--- config.mk ---
export PLATFORM = sky130hd
export DESIGN_NAME = rtc_alarm_unit
export DESIGN_NICKNAME = d
export VERILOG_FILES = /design/src/rtl/rtc_alarm_pkg.sv /design/src/rtl/rtc_alarm_sync.sv /design/src/rtl/rtc_alarm_match.sv /design/src/rtl/rtc_alarm_regs.sv /design/src/rtl/rtc_alarm_unit.sv
export SDC_FILE = /design/constraint.sdc
export NUM_CORES = 1
export LEC_CHECK = 0
export BUFFER_PORTS_ARGS = -buffer_cell sky130_fd_sc_hd__buf_2
export CAP_MARGIN = 0
export CELL_PAD_IN_SITES_DETAIL_PLACEMENT = 0
export CELL_PAD_IN_SITES_GLOBAL_PLACEMENT = 1
export CORE_MARGIN = 5
export CORE_UTILIZATION = 30
export DETAILED_ROUTE_END_ITERATION = 6
export GPL_ROUTABILITY_DRIVEN = 1
export HOLD_SLACK_MARGIN = 0.05
export PLACE_DENSITY_LB_ADDON = 0.1
export SLEW_MARGIN = 20
export SYNTH_ARGS = -nofsm -noshare
export SYNTH_HDL_FRONTEND = slang
export SYNTH_SLANG_ARGS = --single-unit
--- constraint.sdc ---
create_clock -name clk -period 4.4 [get_ports clk]
set_input_delay 0.88 -clock clk [delete_from_list [all_inputs] [get_ports clk]]
set_output_delay 0.88 -clock clk [all_outputs]
set_load 0.1 [all_outputs]
--- src/rtl/rtc_alarm_pkg.sv ---
package rtc_alarm_pkg;

  localparam logic [1:0] ADDR_CTRL = 2'd0;
  localparam logic [1:0] ADDR_TIME = 2'd1;
  localparam logic [1:0] ADDR_DATE = 2'd2;
  localparam logic [1:0] ADDR_STAT = 2'd3;

  localparam logic [1:0] OP_SET = 2'd1;
  localparam logic [1:0] OP_CLR = 2'd2;

  typedef struct packed {
    logic       en;
    logic       chime;
    logic [3:0] mask;
    logic [7:0] cnt;
  } ctrl_t;

  function automatic logic [31:0] ctrl_pack(input ctrl_t c, input logic sync);
    ctrl_pack = {16'd0, c.en, c.chime, 1'b0, sync, c.mask, c.cnt};
  endfunction

  function automatic ctrl_t ctrl_unpack(input logic [31:0] w);
    ctrl_t c;
    c.en    = w[15];
    c.chime = w[14];
    c.mask  = w[11:8];
    c.cnt   = w[7:0];
    return c;
  endfunction

  function automatic logic [31:0] apply_op(input logic [1:0] op,
                                           input logic [31:0] cur,
                                           input logic [31:0] val);
    case (op)
      OP_SET:  apply_op = cur | val;
      OP_CLR:  apply_op = cur & ~val;
      default: apply_op = val;
    endcase
  endfunction

endpackage

--- src/rtl/rtc_alarm_sync.sv ---
module rtc_alarm_sync #(
  parameter int CYC_PER_SEC = 32768,
  parameter int SYNC_WIN    = 32
) (
  input  logic clk,
  input  logic rst_n,
  input  logic sec_tick,
  output logic window_o
);
  localparam int CW = $clog2(CYC_PER_SEC + 1);
  localparam logic [CW-1:0] LIM = CW'(CYC_PER_SEC - 1);
  localparam logic [CW-1:0] THR = CW'(CYC_PER_SEC - SYNC_WIN);

  logic [CW-1:0] cyc_q, cyc_d;

  always_comb begin
    cyc_d = cyc_q;
    if (sec_tick)         cyc_d = '0;
    else if (cyc_q < LIM) cyc_d = cyc_q + 1'b1;
  end

  always_ff @(posedge clk or negedge rst_n) begin
    if (!rst_n) cyc_q <= '0;
    else        cyc_q <= cyc_d;
  end

  assign window_o = (cyc_q >= THR);


  win_drop_only_on_tick_chk: assert property (@(posedge clk) disable iff (!rst_n)
    window_o |=> (window_o || $past(sec_tick)));

endmodule

--- src/rtl/rtc_alarm_match.sv ---
module rtc_alarm_match (
  input  logic [3:0]  mask,
  input  logic [31:0] al_time,
  input  logic [31:0] al_date,
  input  logic [31:0] now_time,
  input  logic [31:0] now_date,
  input  logic        sec_tick,
  input  logic        half_tick,
  output logic        hit_o
);
  logic sec_u, sec_f, min_u, min_f, hr_f, wday_f, mday_f, mon_f;

  always_comb begin
    sec_u  = (al_time[11:8]  == now_time[11:8]);
    sec_f  = (al_time[15:8]  == now_time[15:8]);
    min_u  = (al_time[19:16] == now_time[19:16]);
    min_f  = (al_time[23:16] == now_time[23:16]);
    hr_f   = (al_time[31:24] == now_time[31:24]);
    wday_f = (al_date[7:0]   == now_date[7:0]);
    mday_f = (al_date[15:8]  == now_date[15:8]);
    mon_f  = (al_date[23:16] == now_date[23:16]);
  end

  always_comb begin
    hit_o = 1'b0;
    case (mask)
      4'b0000: hit_o = half_tick;
      4'b0001: hit_o = sec_tick;
      4'b0010: hit_o = sec_tick && sec_u;
      4'b0011: hit_o = sec_tick && sec_f;
      4'b0100: hit_o = sec_tick && sec_f && min_u;
      4'b0101,
      4'b0110: hit_o = sec_tick && sec_f && min_f;
      4'b0111: hit_o = sec_tick && sec_f && min_f && hr_f;
      4'b1000: hit_o = sec_tick && sec_f && min_f && hr_f && wday_f;
      4'b1001: hit_o = sec_tick && sec_f && min_f && hr_f && mday_f;
      4'b1010: hit_o = sec_tick && sec_f && min_f && hr_f && mday_f && mon_f;
      default: hit_o = 1'b0;
    endcase
  end


  no_hit_without_strobe_chk: assert final (hit_o == 1'b0 || sec_tick || half_tick);

endmodule

--- src/rtl/rtc_alarm_regs.sv ---
module rtc_alarm_regs
  import rtc_alarm_pkg::*;
(
  input  logic        clk,
  input  logic        rst_n,
  input  logic        wr_en,
  input  logic [1:0]  wr_op,
  input  logic [1:0]  wr_addr,
  input  logic [31:0] wr_data,
  input  logic        hit_i,
  output ctrl_t       ctrl_o,
  output logic [31:0] al_time_o,
  output logic [31:0] al_date_o,
  output logic        pend_o,
  output logic        pulse_o,
  output logic        irq_o
);
  logic        stg_v_q, stg_v_d;
  logic [1:0]  stg_op_q, stg_op_d, stg_ad_q, stg_ad_d;
  logic [31:0] stg_dt_q, stg_dt_d;
  ctrl_t       ctrl_q, ctrl_d;
  logic [31:0] tim_q, tim_d, dat_q, dat_d;
  logic        pulse_q, pulse_d, irq_q, irq_d;
  logic        ev, ctrl_apply;

  assign ev         = hit_i && ctrl_q.en;
  assign ctrl_apply = stg_v_q && (stg_ad_q == ADDR_CTRL);

  always_comb begin
    stg_v_d  = wr_en;
    stg_op_d = stg_op_q;
    stg_ad_d = stg_ad_q;
    stg_dt_d = stg_dt_q;
    if (wr_en) begin
      stg_op_d = wr_op;
      stg_ad_d = wr_addr;
      stg_dt_d = wr_data;
    end
  end

  always_comb begin
    ctrl_d  = ctrl_q;
    tim_d   = tim_q;
    dat_d   = dat_q;
    pulse_d = ev;
    irq_d   = irq_q;
    if (ev) begin
      irq_d = 1'b1;
      if (!ctrl_q.chime && ctrl_q.cnt == 8'd0) ctrl_d.en = 1'b0;
      else                                     ctrl_d.cnt = ctrl_q.cnt - 8'd1;
    end
    if (stg_v_q) begin
      case (stg_ad_q)
        ADDR_CTRL: ctrl_d = ctrl_unpack(apply_op(stg_op_q, ctrl_pack(ctrl_q, 1'b0), stg_dt_q));
        ADDR_TIME: tim_d  = apply_op(stg_op_q, tim_q, stg_dt_q);
        ADDR_DATE: dat_d  = apply_op(stg_op_q, dat_q, stg_dt_q);
        default:   if (stg_dt_q[0] && !ev) irq_d = 1'b0;
      endcase
    end
  end

  always_ff @(posedge clk or negedge rst_n) begin
    if (!rst_n) begin
      stg_v_q  <= 1'b0;
      stg_op_q <= '0;
      stg_ad_q <= '0;
      stg_dt_q <= '0;
      ctrl_q   <= '0;
      tim_q    <= '0;
      dat_q    <= '0;
      pulse_q  <= 1'b0;
      irq_q    <= 1'b0;
    end else begin
      stg_v_q  <= stg_v_d;
      stg_op_q <= stg_op_d;
      stg_ad_q <= stg_ad_d;
      stg_dt_q <= stg_dt_d;
      ctrl_q   <= ctrl_d;
      tim_q    <= tim_d;
      dat_q    <= dat_d;
      pulse_q  <= pulse_d;
      irq_q    <= irq_d;
    end
  end

  assign ctrl_o    = ctrl_q;
  assign al_time_o = tim_q;
  assign al_date_o = dat_q;
  assign pend_o    = stg_v_q;
  assign pulse_o   = pulse_q;
  assign irq_o     = irq_q;


  pulse_sets_flag_chk: assert property (@(posedge clk) disable iff (!rst_n)
    pulse_q |-> irq_q);


  chime_keeps_enable_chk: assert property (@(posedge clk) disable iff (!rst_n)
    (ev && ctrl_q.chime && !ctrl_apply) |=> ctrl_q.en);


  auto_disable_chk: assert property (@(posedge clk) disable iff (!rst_n)
    (ev && !ctrl_q.chime && ctrl_q.cnt == 8'd0 && !ctrl_apply) |=> !ctrl_q.en);


  count_step_chk: assert property (@(posedge clk) disable iff (!rst_n)
    (ev && !ctrl_apply && (ctrl_q.chime || ctrl_q.cnt != 8'd0))
      |=> (ctrl_q.cnt == $past(ctrl_q.cnt) - 8'd1));


  idle_ctrl_stable_chk: assert property (@(posedge clk) disable iff (!rst_n)
    (!ev && !ctrl_apply) |=> $stable(ctrl_q));

endmodule

--- src/rtl/rtc_alarm_unit.sv ---
module rtc_alarm_unit
  import rtc_alarm_pkg::*;
#(
  parameter int CYC_PER_SEC = 32768,
  parameter int SYNC_WIN    = 32
) (
  input  logic        clk,
  input  logic        rst_n,
  input  logic        wr_en,
  input  logic [1:0]  wr_op,
  input  logic [1:0]  wr_addr,
  input  logic [31:0] wr_data,
  input  logic [1:0]  rd_addr,
  output logic [31:0] rd_data,
  input  logic        sec_tick,
  input  logic        half_tick,
  input  logic [31:0] now_time,
  input  logic [31:0] now_date,
  output logic        alarm_pulse,
  output logic        alarm_irq
);
  ctrl_t       ctrl;
  logic [31:0] al_time, al_date;
  logic        hit, pend, window, sync;

  rtc_alarm_sync #(.CYC_PER_SEC(CYC_PER_SEC), .SYNC_WIN(SYNC_WIN)) u_sync (
    .clk      (clk),
    .rst_n    (rst_n),
    .sec_tick (sec_tick),
    .window_o (window)
  );

  rtc_alarm_match u_match (
    .mask      (ctrl.mask),
    .al_time   (al_time),
    .al_date   (al_date),
    .now_time  (now_time),
    .now_date  (now_date),
    .sec_tick  (sec_tick),
    .half_tick (half_tick),
    .hit_o     (hit)
  );

  rtc_alarm_regs u_regs (
    .clk       (clk),
    .rst_n     (rst_n),
    .wr_en     (wr_en),
    .wr_op     (wr_op),
    .wr_addr   (wr_addr),
    .wr_data   (wr_data),
    .hit_i     (hit),
    .ctrl_o    (ctrl),
    .al_time_o (al_time),
    .al_date_o (al_date),
    .pend_o    (pend),
    .pulse_o   (alarm_pulse),
    .irq_o     (alarm_irq)
  );

  assign sync = pend || window;

  always_comb begin
    case (rd_addr)
      ADDR_CTRL: rd_data = ctrl_pack(ctrl, sync);
      ADDR_TIME: rd_data = al_time;
      ADDR_DATE: rd_data = al_date;
      default:   rd_data = {31'd0, alarm_irq};
    endcase
  end


  pending_shows_sync_chk: assert property (@(posedge clk) disable iff (!rst_n)
    $past(wr_en) |-> rd_data_sync_bit());

  function automatic logic rd_data_sync_bit();
    return ctrl_pack(ctrl, sync) >> 12 & 32'd1 ? 1'b1 : 1'b0;
  endfunction

endmodule

### Yosys cells after proc, flatten, opt, wreduce, memory -nomap -nowiden

Cells that the tools add are included.

* $add $sub $neg: 2
* multipliers: 0
* divide/modulo/power cells: 0
* order comparisons: 2
* eq/ne operators: 24
* shifts and indexed selects: 0
* multiplexer cells: 17
* bitwise gates (word level): 7
* reductions and logical operators: 24

Operators with widths (count)
* $pmux W32 S2: 2
* $pmux W32 S3: 1
* $and A32 B32 Y32: 2
* $or A32 B32 Y32: 2
* $eq A8 B8 Y1: 6
* $mux W16: 2
* $not A32 Y32: 1
* $pmux W16 S2: 1
* $mux W14: 2
* $add A16 B1 Y16 const B: 1
* $and A16 B16 Y16: 1
* $eq A4 B3 Y1 const B: 4
* $ge A16 B15 Y1 const B: 1
* $lt A16 B15 Y1 const B: 1
* $mux W8: 2
* $or A16 B16 Y16: 1
* $eq A4 B4 Y1 const B: 3
* $logic_and A1 B1 Y1: 11
* $pmux W1 S10: 1
* $eq A4 B2 Y1 const B: 2
* $eq A4 B4 Y1: 2
* $logic_not A8 Y1: 1
* $sub A8 B1 Y8 const B: 1
* $eq A2 B1 Y1 const B: 3
* other kinds (11): 22

* bits in registers: 133
* latch bits: 0
* memory bits (writable): 0
* ROM bits: 0
* logic and storage cells: 89
* memories kept: 0

### Longest topological paths before layout

* depth in word-level cells: 13
* mapped depth: 9
* depth with buffers taken out: 8

### Cells and area by module

From an unflattened synthesis, not the netlist that was laid out.

* cell total of the unflattened synthesis: 720
* area, all modules: 7307.0 um2

Modules (own cells, without submodules)
* rtc_alarm_regs: times used 1, cells each 476, area an instance 5128.7 um2, seq. area each 2927.8 um2
* rtc_alarm_sync: times used 1, cells each 100, area an instance 944.7 um2, seq. area each 400.4 um2
* rtc_alarm_match: times used 1, cells each 85, area an instance 705.7 um2, seq. area each 0.0 um2
* rtc_alarm_unit: times used 1, cells each 59, area an instance 528.0 um2, seq. area each 0.0 um2

### Worst setup path after synthesis

OpenSTA, ideal clock, no wires.

* path type: input to output
* start point: in rd_addr[1]
* end point: out rd_data[10]
* data arrival time: 3.930 ns
* data required time: 3.520 ns
* path slack: -0.410 ns
* stages: 4
* cell sequence: clkbuf_1 > buf_1 > mux2i_1 > o21ai_0

* longest elaborated chain between the ends: 2

Ends and longest elaborated chain
* start: declaration: line rtc_alarm_unit.sv:13 `input logic [1:0] rd_addr,`
* $eq A2 B2 Y1 (tied with other cells): line rtc_alarm_unit.sv:63 `case (rd_addr)`
* $pmux W32 S3 *: line rtc_alarm_unit.sv:63
* end: declaration: line rtc_alarm_unit.sv:14 `output logic [31:0] rd_data,`

Every way passes the cells marked *; elsewhere a longest branch is shown, timed or not.

### Worst setup path after layout

* start point: in rd_addr[1]
* end point: out rd_data[15]

Same word-level chain as after synthesis.

==> results.py <==
metrics = {
    "setup_path": {
        "setup.worst_path.start": "rd_addr[1]",
        "rr_startpoint": "u_regs.al_time_o[26]$_DFFE_PN0P_",
        "crit_top_cell": "buf_2",
        "path_max_fanout": 25,
        "slowest_delay_ns": 0.48,
        "end_kind": "output pin",
        "required_ns": 3.52,
        "crit_path_top_delay_cell": "buf_2",
        "crit_path_start_kind": "primary input",
        "path_class": "in2out",
        "cp.arrival_ns": 2.51,
        "crit_chain": "buf_2 > nor2b_2 > buf_12 > nand2_1 > o21ai_1 > buf_2",
    },
    "outcome": {
        "status": "finished, final reports clean",
    },
    "sta": {
        "hold_violations": 0,
        "finalClockSkew_ns": 0.01583,
        "fmax_mhz": 295.3,
        "finalSetupViolCount": 0,
        "final_max_slew_viol_count": 0,
        "worst_slew_pin_slew_ns": 0.9108,
        "period_needed_ns": 3.386,
        "slew_headroom_pct": 39.14,
        "rsz0062_at_grt": "no",
        "finalSetupTns_ns": 0,
        "post-route-period-util_pct": 76.96,
    },
    "clocking": {
        "cts_sinks": 133,
        "root_buffer": "clkbuf_16",
        "post_cts_buffers": 0,
        "cts_tree": "built",
        "cts.path.max_buffers": 2,
        "clk_latency_ns": 0.42,
        "h-tree-depth": 4,
        "cts-resized-gates": 0,
        "clkSlewWorstSetupHoldPaths_ns": 0.05,
        "cts_buffers": 17,
        "hold_buffers": 0,
    },
    "cells_and_area": {
        "syn_to_final_growth_pct": 23.45,
        "drive_gt1_share_pct": 25.39,
        "post-route-util_pct": 37.63,
        "nets": 942,
        "num_antenna_cells": 0,
    },
    "die": {
        "die-height_um": 161.9,
        "core_area_um2": 22710,
        "num_io_pins": 141,
        "start_util_pct": 30.48,
        "num_rows": 55,
        "fp.dieW_um": 161.9,
        "dieArea_um2": 26210,
    },
    "place": {
        "place.gp.congestion": 0.7703,
        "numPortBuffers": 124,
        "hpwl_um": 15200,
    },
    "drt": {
        "routed_wl_um": 22220,
        "drtIter0Drc": 361,
        "wl_per_cell_um": 19.69,
        "drtAntennaViolNets": 0,
        "wl_met1_um": 10480,
        "vias": 5897,
        "drc_errors": 0,
        "top_layer_used": "met5",
        "wl_met3_um": 1125,
        "firstDrtPassIters": 4,
        "wl_met2_um": 10390,
        "routed_via_density": 5.228,
    },
    "power": {
        "p_per_area_nw_per_um2": 620.8,
        "ir_drop_mv": 0.2817,
        "p_leak_uw": 0.003742,
    },
    "global_routing": {
        "grt_pass1_vias": 6285,
        "grt_start_max_net_pins": 67,
        "groute.usage.overall_pct": 17.06,
        "antenna_found_initial": 2,
        "grt_pass1_wl_um": 35010,
        "grt_overflow_total": 0,
    },
    "yosys": {
        "avgSynthCellArea_um2": 9.681,
        "synth_flop_cell": "dfrtp_1",
        "netlist_top_cells_area": "dfrtp_1 48%, a21oi_1 11%, mux2_2 5.2%",
        "ys_seq_area_share_pct": 48.08,
        "synth_top_area_cell": "dfrtp_1",
        "netlist_area_um2": 6922,
        "ys_warn_count": 0,
        "ys_ff_latch": 133,
        "async_flop_share_pct": 100.0,
        "synthCells": 715,
        "netlist.area_leader.share_pct": 48.08,
        "ys_types": 55,
        "synth-edff-count": 0,
        "synth_nets": 827,
    },
    "worst_hold_path": {
        "hold_path_class": "in2async",
    },
    "flow_run": {
        "maxCapViolations": 0,
    },
}
[layout by cell type (no fill, tap or decap), types with 3 or more instances in the layout]
master and instances:
buf_2 121, a21oi_1 148, nor3_1 9, ha_1 5
nand2_1 39, a211oi_1 3, a22o_1 18, a31oi_1 5
nor2b_1 4, nand4_1 5, mux2_2 32, o22ai_1 24
nor2_1 54, xnor2_1 26, clkbuf_16 17, buf_4 12
nand2b_1 4, bufinv_16 5, mux2i_1 14, xor2_1 32
o211ai_1 6, nand3_1 11, nor4_1 7, inv_1 19
dfrtp_1 133, o21ai_0 23, o21ai_1 12
[critical path: cells and delay by family]
kind / cells / cell delay (ns)
compound gates: 1 / 0.16
buf+inv: 3 / 0.93
simple gates: 2 / 0.49
[state kept, by name (all words and copies together), names as in the netlist]
signal	count
u_regs.stg_dt_q	32
u_regs.stg_ad_q	2
u_regs.pulse_o	1
u_regs.stg_op_q	2
u_regs.irq_o	1
u_regs.ctrl_o	14
u_regs.al_date_o	32
u_regs.pend_o	1
u_sync.cyc_q	16
u_regs.al_time_o	32
[per-layer routing]
layer,up-vias,track usage [%]
met5,-,0
met4,4,4.306
met3,12,4.618
met2,143,27.49
met1,2917,22.88
li1,2821,-
[per-stage QoR]
stage | area (um2) | setup slack [ns] | hold WS (ns) | instances | total power, uW
global route | 8544 | 0.9255 | 0.5075 | 1128 | 5605
detailed placement | 7885 | 1.017 | 0.4952 | 1096 | 3741
floorplan | 6922 | 0.08231 | 0.4657 | 715 | 3250
finish | 8544 | 1.014 | 0.4490 | 1128 | 5304
global placement | 7885 | 1.017 | 0.4830 | 1096 | 3702
CTS | 8542 | 1.008 | 0.4876 | 1128 | 5363
[path summary, 6_finish.rpt]
kind	slack (ns)	endpoint	depth (start not counted)
hold reg to reg	0.50	u_regs.al_date_o[28]$_DFFE_PN0P_	1
setup reg to reg	1.62	u_regs.ctrl_o[7]$_DFF_PN0_	8
max in group asynchronous	2.97	u_regs.stg_dt_q[7]$_DFFE_PN0P_	2
setup / recovery	1.01	rd_data[15]	6
min in group clk	0.50	u_regs.al_date_o[28]$_DFFE_PN0P_	1
hold / removal	0.45	u_regs.stg_dt_q[5]$_DFFE_PN0P_	1
[cell type report]
type	instances	area (um2)
fill	2331	14160
multi-input combinational	523	3385
sequential	133	3328
timing repair buffer	136	747.0
clock buffer	21	460.4
tap	285	356.6
clock inverter	11	196.4
inverter	19	71.32
[cells by family (layout without fill, tap and decap cells)]
logic type	count (synthesis)	after routing	synth area share (%)
DFF	133	133	48.08
adders and majority gates	5	5	0.9038
xor gates and xnor gates	58	58	7.339
buffers and inverters	59	187	3.344
AOI/OAI and AO/OA	261	261	22.45
and+or+nand+nor	152	152	10.32
muxes	47	47	7.556
[report_power, final]
part	total, uW	internal (uW)	leakage, uW	switching, uW
clock	1590	1040	0.000314	548
sequential	1900	1550	0.00161	357
combinational	1810	562	0.00182	1250
total	5300	3150	0.00374	2160
[synth_stat cells (3+ instances only)]
| cell | count |
|---|---|
| xnor2_1 | 26 |
| ha_1 | 5 |
| nand3_1 | 11 |
| a21oi_1 | 148 |
| mux2_2 | 32 |
| a22o_1 | 18 |
| nand4_1 | 5 |
| nor2b_1 | 5 |
| o22ai_1 | 24 |
| o21ai_0 | 33 |
| a211oi_1 | 3 |
| nor2_1 | 56 |
| nand2b_1 | 4 |
| clkbuf_1 | 33 |
| a31oi_1 | 5 |
| dfrtp_1 | 133 |
| inv_1 | 19 |
| nor3_1 | 9 |
| xor2_1 | 32 |
| buf_1 | 4 |
| mux2i_1 | 14 |
| nor4_1 | 7 |
| nand2_1 | 39 |
| o211ai_1 | 6 |
Power figures use the tool's default switching activity.
